<file path="config.mk">
export PLATFORM = sky130hd
export DESIGN_NAME = gtmr_top
export DESIGN_NICKNAME = d
export VERILOG_FILES = /design/src/rtl/gtmr_pkg.sv /design/src/rtl/gtmr_ctrl.sv /design/src/rtl/gtmr_cmp_unit.sv /design/src/rtl/gtmr_dpath.sv /design/src/rtl/gtmr_top.sv
export SDC_FILE = /design/constraint.sdc
export NUM_CORES = 1
export LEC_CHECK = 0
export BUFFER_PORTS_ARGS = -buffer_cell sky130_fd_sc_hd__buf_2
export CAP_MARGIN = 20
export CORE_UTILIZATION = 60
export CTS_CLUSTER_DIAMETER = 80
export CTS_CLUSTER_SIZE = 25
export DETAILED_ROUTE_END_ITERATION = 7
export GPL_ROUTABILITY_DRIVEN = 1
export PLACE_DENSITY = 0.78
export SYNTH_ARGS = -nofsm -noshare
export SYNTH_HDL_FRONTEND = slang
export SYNTH_HIERARCHICAL = 1
export SYNTH_SLANG_ARGS = --single-unit
</file>
<file path="constraint.sdc">
create_clock -name clk -period 2.54 [get_ports clk]
set_clock_uncertainty 0.2 [all_clocks]
set_input_delay 0.254 -clock clk [delete_from_list [all_inputs] [get_ports clk]]
set_output_delay 0.254 -clock clk [all_outputs]
set_load 0.1 [all_outputs]
</file>
<file path="src/rtl/gtmr_pkg.sv">
`timescale 1ns/1ps
package gtmr_pkg;
  localparam int CORE_IDX_W = 8;
  localparam int DATA_W     = 32;

  // word offsets within a per-core block and in the global block
  localparam int OFS_CMP_LO = 0;
  localparam int OFS_CMP_HI = 1;
  localparam int OFS_PEND   = 2;
  localparam int WD_CFG     = 0;
  localparam int WD_CNT_LO  = 1;
  localparam int WD_CNT_HI  = 2;

  typedef enum logic [2:0] {
    SEL_NONE,
    SEL_CFG,
    SEL_CNT_LO,
    SEL_CNT_HI,
    SEL_CMP_LO,
    SEL_CMP_HI,
    SEL_PEND
  } rdSel_e;

  typedef struct packed {
    logic                  cmpLoWr;
    logic                  cmpHiWr;
    logic [CORE_IDX_W-1:0] wrCore;
    logic                  rdEn;
    rdSel_e                rdSel;
    logic [CORE_IDX_W-1:0] rdCore;
  } ctlStrobes_t;
endpackage

</file>
<file path="src/rtl/gtmr_ctrl.sv">
`timescale 1ns/1ps
module gtmr_ctrl
  import gtmr_pkg::*;
#(
  parameter int NUM_CORES = 4,
  parameter int ADDR_W    = 5
) (
  input  logic              regWrEn,
  input  logic              regRdEn,
  input  logic [ADDR_W-1:0] regAddr,
  output ctlStrobes_t       strobes
);
  localparam int BLK_W = ADDR_W - 2;

  logic [BLK_W-1:0] blk;
  logic [1:0]       ofs;
  logic             isGlobal;
  logic             isCore;
  logic [CORE_IDX_W-1:0] coreIdx;

  assign blk      = regAddr[ADDR_W-1:2];
  assign ofs      = regAddr[1:0];
  assign isGlobal = (blk == '0);
  assign isCore   = (blk != '0) && (int'(blk) <= NUM_CORES);
  assign coreIdx  = CORE_IDX_W'(blk - BLK_W'(1));

  always_comb begin
    strobes         = '0;
    strobes.rdEn    = regRdEn;
    strobes.rdSel   = SEL_NONE;
    strobes.rdCore  = coreIdx;
    strobes.wrCore  = coreIdx;
    strobes.cmpLoWr = regWrEn && isCore && (int'(ofs) == OFS_CMP_LO);
    strobes.cmpHiWr = regWrEn && isCore && (int'(ofs) == OFS_CMP_HI);
    if (isGlobal) begin
      case (int'(ofs))
        WD_CFG:    strobes.rdSel = SEL_CFG;
        WD_CNT_LO: strobes.rdSel = SEL_CNT_LO;
        WD_CNT_HI: strobes.rdSel = SEL_CNT_HI;
        default:   strobes.rdSel = SEL_NONE;
      endcase
    end else if (isCore) begin
      case (int'(ofs))
        OFS_CMP_LO: strobes.rdSel = SEL_CMP_LO;
        OFS_CMP_HI: strobes.rdSel = SEL_CMP_HI;
        OFS_PEND:   strobes.rdSel = SEL_PEND;
        default:    strobes.rdSel = SEL_NONE;
      endcase
    end
  end
endmodule

</file>
<file path="src/rtl/gtmr_cmp_unit.sv">
`timescale 1ns/1ps
module gtmr_cmp_unit (
  input  logic        clk,
  input  logic        rstN,
  input  logic [63:0] cntWide,
  input  logic        loWr,
  input  logic        hiWr,
  input  logic [31:0] wrData,
  output logic [31:0] cmpLo,
  output logic [31:0] cmpHi,
  output logic        pend
);
  logic armed;
  logic hit;

  assign hit = armed && (cntWide == {cmpHi, cmpLo});

  always_ff @(posedge clk or negedge rstN) begin
    if (!rstN) begin
      cmpLo <= '0;
      cmpHi <= '0;
      armed <= 1'b0;
    end else if (hiWr) begin
      cmpHi <= wrData;
      armed <= 1'b0;
    end else if (loWr) begin
      cmpLo <= wrData;
      armed <= 1'b1;
    end
  end

  // a compare write outranks a match on the same edge
  always_ff @(posedge clk or negedge rstN) begin
    if (!rstN)              pend <= 1'b0;
    else if (loWr || hiWr)  pend <= 1'b0;
    else if (hit)           pend <= 1'b1;
  end
endmodule

</file>
<file path="src/rtl/gtmr_dpath.sv">
`timescale 1ns/1ps
module gtmr_dpath
  import gtmr_pkg::*;
#(
  parameter int NUM_CORES     = 4,
  parameter int COUNT_NIBBLES = 4,
  localparam int CNT_W        = 32 + 4 * COUNT_NIBBLES
) (
  input  logic                 clk,
  input  logic                 rstN,
  input  ctlStrobes_t          strobes,
  input  logic [DATA_W-1:0]    wrData,
  output logic [DATA_W-1:0]    rdData,
  output logic [NUM_CORES-1:0] pendOut,
  output logic [CNT_W-1:0]     cntVal
);
  localparam logic [DATA_W-1:0] CFG_WORD =
    (DATA_W'(NUM_CORES - 1) << 8) | DATA_W'(COUNT_NIBBLES);

  logic [CNT_W-1:0]  cnt;
  logic [63:0]       cntWide;
  logic [DATA_W-1:0] cmpLoArr [NUM_CORES];
  logic [DATA_W-1:0] cmpHiArr [NUM_CORES];
  logic [DATA_W-1:0] rdNext;
  logic [DATA_W-1:0] selLo;
  logic [DATA_W-1:0] selHi;
  logic              selPend;

  always_ff @(posedge clk or negedge rstN) begin
    if (!rstN) cnt <= '0;
    else       cnt <= cnt + CNT_W'(1);
  end

  assign cntWide = 64'(cnt);
  assign cntVal  = cnt;

  for (genvar c = 0; c < NUM_CORES; c++) begin : g_core
    logic loWr;
    logic hiWr;
    assign loWr = strobes.cmpLoWr && (strobes.wrCore == CORE_IDX_W'(c));
    assign hiWr = strobes.cmpHiWr && (strobes.wrCore == CORE_IDX_W'(c));
    gtmr_cmp_unit u_cmp (
      .clk    (clk),
      .rstN   (rstN),
      .cntWide(cntWide),
      .loWr   (loWr),
      .hiWr   (hiWr),
      .wrData (wrData),
      .cmpLo  (cmpLoArr[c]),
      .cmpHi  (cmpHiArr[c]),
      .pend   (pendOut[c])
    );
  end

  always_comb begin
    selLo   = '0;
    selHi   = '0;
    selPend = 1'b0;
    for (int c = 0; c < NUM_CORES; c++) begin
      if (strobes.rdCore == CORE_IDX_W'(c)) begin
        selLo   = cmpLoArr[c];
        selHi   = cmpHiArr[c];
        selPend = pendOut[c];
      end
    end
    case (strobes.rdSel)
      SEL_CFG:    rdNext = CFG_WORD;
      SEL_CNT_LO: rdNext = cntWide[31:0];
      SEL_CNT_HI: rdNext = cntWide[63:32];
      SEL_CMP_LO: rdNext = selLo;
      SEL_CMP_HI: rdNext = selHi;
      SEL_PEND:   rdNext = {{(DATA_W-1){1'b0}}, selPend};
      default:    rdNext = '0;
    endcase
  end

  always_ff @(posedge clk or negedge rstN) begin
    if (!rstN)             rdData <= '0;
    else if (strobes.rdEn) rdData <= rdNext;
  end
endmodule

</file>
<file path="src/rtl/gtmr_top.sv">
`timescale 1ns/1ps
module gtmr_top
  import gtmr_pkg::*;
#(
  parameter int NUM_CORES     = 4,
  parameter int COUNT_NIBBLES = 4,
  localparam int ADDR_W       = $clog2(4 * (NUM_CORES + 1)),
  localparam int CNT_W        = 32 + 4 * COUNT_NIBBLES
) (
  input  logic                 clk,
  input  logic                 rstN,
  input  logic                 regWrEn,
  input  logic                 regRdEn,
  input  logic [ADDR_W-1:0]    regAddr,
  input  logic [31:0]          regWrData,
  output logic [31:0]          regRdData,
  output logic [NUM_CORES-1:0] timerPend
);
  ctlStrobes_t      strobes;
  logic [CNT_W-1:0] cntVal;

  gtmr_ctrl #(.NUM_CORES(NUM_CORES), .ADDR_W(ADDR_W)) u_ctrl (
    .regWrEn(regWrEn),
    .regRdEn(regRdEn),
    .regAddr(regAddr),
    .strobes(strobes)
  );

  gtmr_dpath #(.NUM_CORES(NUM_CORES), .COUNT_NIBBLES(COUNT_NIBBLES)) u_dpath (
    .clk    (clk),
    .rstN   (rstN),
    .strobes(strobes),
    .wrData (regWrData),
    .rdData (regRdData),
    .pendOut(timerPend),
    .cntVal (cntVal)
  );
endmodule

</file>
Word level (Yosys, flattened, before mapping)
Cells that the tools add are included.
Storage, ports and cells
  bits in registers: 344
  output and inout port bits: 36
Cells by class
  add/sub/neg operators: 2
  bitwise operators: 4
  equal/unequal tests: 16
  mux-type cells: 33
  order comparisons: 1
  reduce and logical (&&, ||, !) cells: 37
Operators with widths (count)
  == test 48 x 64 -> 1 bit: 4
  2-to-1 mux 32 bit: 8
  case mux 32 bit (6 select lines): 1
  adder 48 x 1 -> 48 bit, second input constant: 1
  2-to-1 mux 1 bit: 20
  == test 8 x 2 -> 1 bit, second input constant: 2
  logical AND 1 bit: 16
  nonzero test 2 bit: 8
  == test 3 bit, second input constant: 3
  case mux 3 bit (3 select lines): 1
  == test 8 x 1 -> 1 bit, second input constant: 1
  zero test 8 bit: 1
  AND reduction 2 bit: 4
  == test 3 x 2 -> 1 bit, second input constant: 2
  2-to-1 mux 3 bit: 2
  case mux 2 bit (3 select lines): 1
  == test 2 bit, second input constant: 2
  zero test 2 bit: 2
  logical OR 1 bit: 4
  NOT 1 bit: 4
  subtractor 3 x 1 -> 4 bit, second input constant: 1
  == test 3 x 1 -> 1 bit, second input constant: 1
  less-or-equal comparator 3 bit, second input constant: 1
  zero test 3 bit: 1
  2 further kinds: 2

Logic depth before layout (Yosys ltp)
Gate-level depths: netlist of run 1.
  depth after elaboration: 7
  depth in mapped cells: 14

Modules after synthesis
Netlist of run 1, hierarchy kept.
By module, submodules not included
  gtmr_cmp_unit: area an instance 3198.1 sq um, sequential area each 1651.6 sq um, instances 4, cells an instance 248
  gtmr_dpath: area an instance 5765.5 sq um, sequential area each 2001.9 sq um, instances 1, cells an instance 524
  gtmr_ctrl: area an instance 271.5 sq um, sequential area each 0.0 sq um, instances 1, cells an instance 38

Worst setup path before layout of run 1
No wires, ideal clock.
  path kind: input -> register
  from: in regAddr[2]
  to: reg u_dpath.g_core[0].u_cmp.cmpLo[0]
  path buffers: 3
  library setup time: 0.125 ns
  arrival: 2.330 ns
  slack: -0.115 ns
  data required time: 2.215 ns
  stages: 12
  cell sequence: inv_1 ha_1 ha_1 inv_2 buf_4 nor2_1 nand4b_1 nor2_1 nor2b_1 buf_2 buf_4 mux2_2
RTL lines
  start, declared: line gtmr_top.sv:14  | input logic [ADDR_W-1:0] regAddr,
  end signal, assigned: line gtmr_cmp_unit.sv:27  | cmpLo <= wrData;
  end, declared: line gtmr_cmp_unit.sv:9  | output logic [31:0] cmpLo,

Final worst setup path of run 1
  from: reg u_dpath.cnt[35], in the netlist u_dpath/cntVal[35]
  to: reg u_dpath.g_core[2].u_cmp.pend
Between the ends
  longest elaborated chain between the ends: 3
Ends and longest elaborated chain
  start, declared: line gtmr_dpath.sv:20  | logic [CNT_W-1:0] cnt;
  start signal, assigned: line gtmr_dpath.sv:31  | else cnt <= cnt + CNT_W'(1);
  == test 48 x 64 -> 1 bit: line gtmr_cmp_unit.sv:16  | assign hit = armed && (cntWide == {cmpHi, cmpLo});
  logical AND 1 bit: line gtmr_cmp_unit.sv:16
  nonzero test 2 bit (no line)
  end signal, assigned: line gtmr_cmp_unit.sv:34  | if (!rstN) pend <= 1'b0;
  end signal, assigned: line gtmr_cmp_unit.sv:35  | else if (loWr || hiWr) pend <= 1'b0;
  end signal, assigned: line gtmr_cmp_unit.sv:36  | else if (hit) pend <= 1'b1;
  end, declared: line gtmr_cmp_unit.sv:11  | output logic pend
No other way between the ends.
A chain may end at the register's enable or synchronous reset.

==> results of run 1 <==
sequential cells by signal, summed over array words and instances, names as in the netlist:
register and cells:
u_dpath/cntVal 48, u_dpath/g_core.u_cmp/armed 4, u_dpath/g_core.u_cmp/cmpHi 128, u_dpath/g_core.u_cmp/cmpLo 128, u_dpath/g_core.u_cmp/pend 4, u_dpath/rdData 32
final cells by class:
type / instances / area share
clock buffer: 20 / 0.0222
inverter: 83 / 0.0145
multi-input combinational: 1105 / 0.452
clock inverter: 7 / 0.00659
timing repair buffer: 221 / 0.0843
sequential: 344 / 0.398
tap: 396 / 0.0229
cell families (layout without fill, tap and decap cells):
family,after synthesis,in the layout,share of synthesized area
other,1,64,0.000199
flip-flops,344,344,0.457
multiplexers,323,323,0.231
buffers and inverters,168,331,0.0431
adder cells (fa/ha/maj),8,8,0.00532
AND/OR/NAND/NOR,294,294,0.0914
XOR/XNOR,258,258,0.120
AO/OA/AOI/OAI,158,158,0.0516
metal layers:
metal | part of all wire | vias to the layer above
li1 | - | 5945
met1 | 0.40 | 7092
met5 | 0 | -
met2 | 0.46 | 734
met3 | 0.083 | 157
met4 | 0.053 | 0
power by group through the flow:
| stage | Sequential, W | Clock [W] | Combinational (W) |
|---|---|---|---|
| final | 0.00656 | 0.00362 | 0.00269 |
| after global routing | 0.00662 | 0.00385 | 0.00282 |
| after global placement | 0.00661 | 0 | 0.00252 |
| after detailed placement | 0.00666 | 0 | 0.00258 |
| after floorplan | 0.00657 | 0 | 0.00158 |
| after CTS | 0.00655 | 0.00365 | 0.00263 |
cells in the final DEF (no fill, tap or decap), types with 26 or more instances in the layout:
master         Yosys  layout
a21oi_1           37      37
buf_2             33      75
buf_4             25      91
conb_1             1      64
dfrtp_1          344     344
dlygate4sd3_1      0      33
inv_1             82      80
mux2_2           245     245
mux4_2            65      65
nand2_1           35      35
nand4_1           55      55
nor2_1            38      30
nor4_1            28      26
o21ai_0           28      28
xnor2_1          203     203
xor2_1            55      55
worst register-to-register path, cell delays in order, from the launching register on:
cell and delay [ns]:
dfrtp_1 0.56, xor2_1 0.23, nor4_1 0.45, buf_4 0.22
and4_1 0.27, nand4_1 0.22, o21ai_1 0.18
final timing paths:
check | from | to | cells past startpoint
min in group clk | regRdEn | u_dpath/rdData[9] | 4
max | u_dpath/cntVal[35] | u_dpath/g_core[2].u_cmp/pend | 6
min | rstN | u_dpath/g_core[3].u_cmp/cmpLo[27] | 2
max in group asynchronous | rstN | u_dpath/g_core[0].u_cmp/cmpLo[10] | 3
max reg2reg | u_dpath/cntVal[35] | u_dpath/g_core[2].u_cmp/pend | 6
min reg2reg | u_dpath/g_core[0].u_cmp/armed | u_dpath/g_core[0].u_cmp/armed | 2
repair_timing:
item / in CTS / in global routing
hold buffers: 33 / 0
buffers inserted: 0 / 0
gates resized for setup: 0 / 2
endpoints found under the setup margin: 0 / 2
endpoints found under the hold margin: 361 / 0
through the flow:
stage / utilization / area (µm²) / std cells
after detailed placement: 0.672 / 20700 / 2116
after global placement: 0.672 / 20700 / 2116
final: 0.704 / 21600 / 2176
after global routing: 0.704 / 21600 / 2176
after CTS: 0.703 / 21600 / 2176
after floorplan: - / 19100 / 1617
==> flow_summary.yaml, run 1 <==
power:
  p_leak_nw: 9.62
  p_switching_w: 0.00385
  p_int_w: 0.00901
  power.total_w: 0.0129
  power_density_mw_per_mm2: 595
  ir_worst_vdd_mv: 0.646
  clkPwrFrac: 0.281
  seq_power_share: 0.510
  p_comb_frac: 0.209
  sw_frac_of_total: 0.299
clock_network:
  cts.reportedPaths.clkPinSlew_ns: 0.10
  cts_sinks: 344
  cts.path.max_buffers: 3
  clock_latency_ns: 0.53
  cts_tree: "done"
  cts_root_buffer: "clkbuf_16"
  numCtsBuffers: 19
  htreeDepth: 1
floorplan:
  core_mm2: 0.0307
  ios: 77
  start_util: 0.612
  num_rows: 64
  die_area_mm2: 0.0321
  die_x_um: 179
  dieHeight_um: 179
synthesis:
  synth.most_common_cell: "dfrtp_1"
  synth_top_area_cell: "dfrtp_1"
  yosysWarningCount: 6
  yosysTopAreaCellShare: 0.457
  seq_area_frac_synth: 0.457
  synth_edf_count: 0
  synth-seq-cells: 344
  synth_cell_type_count: 51
  ys.flop_type: "dfrtp_1"
  synthTopCellsByArea: "dfrtp_1 46%, mux2_2 15%, xnor2_1 9.4%, mux4_2 7.8%, xor2_1 2.6%"
  synthArstFlopShare: 1.00
  synth_area_mm2: 0.0188
  netlist_top_cells_count: "344 x dfrtp_1, 245 x mux2_2, 203 x xnor2_1"
  syn_avg_cell_area_um2: 12.1
  postSynthCellCount: 1554
flow_run:
  maxCapViolations: 0
worst_setup_path:
  path_buf_inv: 1
  r2r_setup_slack_ns: 0.15
  crit_slowest_cell: "dfrtp_1"
  cp-end-kind: "register"
  crit_path_start_kind: "register"
  cp_slowest_stage_delay_ns: 0.56
  crit_chain: "xor2_1 -> nor4_1 -> buf_4 -> and4_1 -> nand4_1 -> o21ai_1"
  critical_path_class: "register to register"
  cp_max_fo: 7
  cp.required_ns: 2.78
  crit_family: "simple AND/OR/NAND/NOR gates"
  crit_arrival_ns: 2.63
worst_hold_path:
  hold_class: "primary input to async pin"
drt:
  wirelength_um: 59100
  ant_nets: 0
  vias: 13928
  routedWlPerCell_um: 27.2
  drt_first_pass_iters: 8
  viasPerCell: 6.40
  drcViolationCount: 14
  drt_iter0_markers: 1484
sta:
  worst_slack_ns: 0.150
  worstMarginPinSlew_ns: 0.678
  rsz0062_at_grt: "false"
  finalCriticalPeriod_ns: 2.39
  hold-worst-slack_ns: 0.106
  final_max_slew_viol_count: 0
  hold_viol_final: 0
  slew-limit-headroom: 0.548
  setup_viol: 0
  setup-tns-final_ns: 0
  finalCritPeriodShare: 0.941
  fmax_mhz: 418
placed_design:
  gp_congestion: 1.03
  io_buffers: 76
  dpl_worst_slack_ns: -0.197
  hpwl_um: 43400
global_routing:
  grt.total_usage: 0.380
  use_met3: 0.0696
  grt_start_max_net_pins: 73
  busiest_layer: "met2"
  grt_pass1_vias: 14044
  antenna_found_initial: 0
  grt_pass1_wl_um: 88000
  overflow: 0
  use_met2: 0.593
  use_met1: 0.518
cells_and_area:
  drive_above_1_share: 0.313
  syn_to_final_growth_pct: 14.9
  seqCellArea_mm2: 0.00861
  multi_input_area_mm2: 0.00977
  diodes: 0
  nFillCells: 2216
  nets: 1823
run_status:
  status: "finished, violations left"
  failed_checks: "design-rule violations"
Power figures use the tool's default switching activity.
==> run 2: changes to the inputs <==
--- a/config.mk
+++ b/config.mk
@@ -8,6 +8,7 @@
 export BUFFER_PORTS_ARGS = -buffer_cell sky130_fd_sc_hd__buf_2
 export CAP_MARGIN = 20
 export CORE_UTILIZATION = 60
+export CTS_BUF_LIST = sky130_fd_sc_hd__clkbuf_8
 export CTS_CLUSTER_DIAMETER = 80
 export CTS_CLUSTER_SIZE = 25
 export DETAILED_ROUTE_END_ITERATION = 7
==> run 2 against run 1 <==
The flow still finishes with violations (design-rule violations). First-iteration DRC count is 5.5% higher. Combinational power about the same. Sequential cell count is the same. Sequential power about the same. Worst setup slack better by 0.010 ns. Wire length decreased by 0.29%. Die area is the same. Critical path depth shrank 1. Largest cell class unchanged. Highest routed layer unchanged.
==> flow_summary.yaml, run 2 (synthesis gave the netlist of run 1 again) <==
run_status:
  status: "finished, violations left"
  failed_checks: "design-rule violations"
cells_and_area:
  diodes: 0
  nets: 1823
  final_common_cell: "dfrtp_1"
  syn_to_final_growth_pct: 13.8
  final_core_util: 0.697
  final_cell_mix: "344 x dfrtp_1, 245 x mux2_2, 203 x xnor2_1, 91 x buf_4, 81 x inv_1"
  drive_above_1_share: 0.313
flow_run:
  maxCapViolations: 0
worst_setup_path:
  r2r_cells: 5
  cp_max_fo: 10
  r2r_setup_slack_ns: 0.16
  cp-end-kind: "register"
  cp.required_ns: 2.87
  crit_arrival_ns: 2.71
  critical_path_class: "register to register"
  worstReg2RegEnd: "u_dpath/cntVal[47]"
  crit_path_start_kind: "register"
  r2r_start: "u_dpath/cntVal[6]"
power:
  power.total_w: 0.0121
  p_int_w: 0.00835
  clkPwrFrac: 0.236
  p_leak_nw: 9.53
  ir_worst_vdd_mv: 0.505
  p_comb_frac: 0.222
  seq_power_share: 0.542
  power_density_mw_per_mm2: 566
  p_switching_w: 0.00377
  sw_frac_of_total: 0.311
sta:
  hold_viol_final: 0
  fmax_mhz: 420
  finalCritPeriodShare: 0.937
  worstMarginPinSlew_ns: 0.670
  rsz0062_at_grt: "false"
  final_max_slew_viol_count: 0
  finalCriticalPeriod_ns: 2.38
  slew-limit-headroom: 0.553
  setup_viol: 0
worst_hold_path:
  hold_class: "primary input to async pin"
drt:
  vias: 13885
  routedWlPerCell_um: 27.1
  drt_iter0_markers: 1566
  drt_first_pass_iters: 7
  viasPerCell: 6.38
  ant_nets: 0
  wirelength_um: 59000
  drcViolationCount: 14
clock_network:
  cts_setup_buffers: 0
  cts_root_buffer: "clkbuf_8"
  cts.reportedPaths.clkPinSlew_ns: 0.15
  cts_tree: "done"
  numCtsBuffers: 19
  htreeDepth: 1
  cts.path.max_buffers: 3
  cts_sinks: 344
  clock_latency_ns: 0.60
global_routing:
  grt_pass1_vias: 14070
  overflow: 0
  grt_start_max_net_pins: 73
  antenna_found_initial: 0
  grt.total_usage: 0.378
  grt_pass1_wl_um: 87500
floorplan:
  core_mm2: 0.0307
  ios: 77
  num_rows: 64
  die_area_mm2: 0.0321
  start_util: 0.612
  dieHeight_um: 179
  die_x_um: 179
placed_design:
  io_buffers: 76
  hpwl_um: 43400
  gp_congestion: 1.03
==> run 2: cell types whose count changed in the layout (fill, tap and decap cells not counted) <==
cell / before / now
clkbuf_16: 19 / 0
clkbuf_1: 1 / 0
clkbuf_8: 0 / 19
inv_1: 80 / 81
==> run 2: worst max path at each step <==
stage / from / endpoint / cells past startpoint
global route: u_dpath/cntVal[6] / u_dpath/cntVal[42] / 5
detailed placement: regAddr[2] / u_dpath/rdData[17] / 11
finish: u_dpath/cntVal[6] / u_dpath/cntVal[47] / 5
global placement: regAddr[2] / u_dpath/g_core[1].u_cmp/cmpHi[12] / 10
CTS: u_dpath/cntVal[6] / u_dpath/cntVal[47] / 5
floorplan: regAddr[2] / u_dpath/g_core[0].u_cmp/cmpLo[0] / 12
==> run 2: what timing repair did <==
action,4_1_cts,5_1_grt
endpoints found under the hold margin,568,0
hold buffers,33,0
endpoints found under the setup margin,0,2
gates resized for setup,0,2
==> run 2: area by class of cell <==
class / instances / area [µm²]
repair buffers: 221 / 1820
well taps: 396 / 495
flip-flops and latches: 344 / 8610
clock buffers: 19 / 262
multi-input cells: 1105 / 9770
fillers: 2233 / 9330
inverters: 83 / 314
clock inverters: 8 / 146
==> run 2: critical path, cell delays in order (launching register included) <==
cell,delay (ns)
dfrtp_1,0.68
and4_1,0.42
nand4_1,0.15
buf_4,0.21
nor4_1,0.47
xor2_1,0.19
==> run 2: power groups by stage <==
| stage | Sequential (W) | Combinational [W] | Clock [W] |
|---|---|---|---|
| finish | 0.00656 | 0.00269 | 0.00286 |
| global route | 0.00662 | 0.00282 | 0.00308 |
| CTS | 0.00655 | 0.00263 | 0.00289 |
| detailed placement | 0.00666 | 0.00258 | 0 |
| global placement | 0.00661 | 0.00252 | 0 |
| floorplan | 0.00657 | 0.00158 | 0 |
==> run 2: metal layers <==
| layer | part of all wire | GRT usage | vias up |
|---|---|---|---|
| met4 | 0.055 | 0.181 | 0 |
| met2 | 0.46 | 0.589 | 706 |
| li1 | - | - | 5920 |
| met1 | 0.40 | 0.520 | 7100 |
| met3 | 0.083 | 0.0592 | 159 |
| met5 | 0 | 0 | - |
==> run 2: metrics by stage <==
stage                     hold WS [ns]  cells  TNS (ns)  setup slack, ns  instance area [µm²]
after floorplan                 -0.242   1617         0          0.00939                19100
after global placement          0.0914   2116    -14.86           -0.118                20700
after detailed placement        0.0978   2116    -22.82           -0.197                20700
after CTS                       0.0377   2176         0            0.200                21400
after global routing            0.0511   2176         0            0.105                21400
final                           0.0332   2176         0            0.161                21400
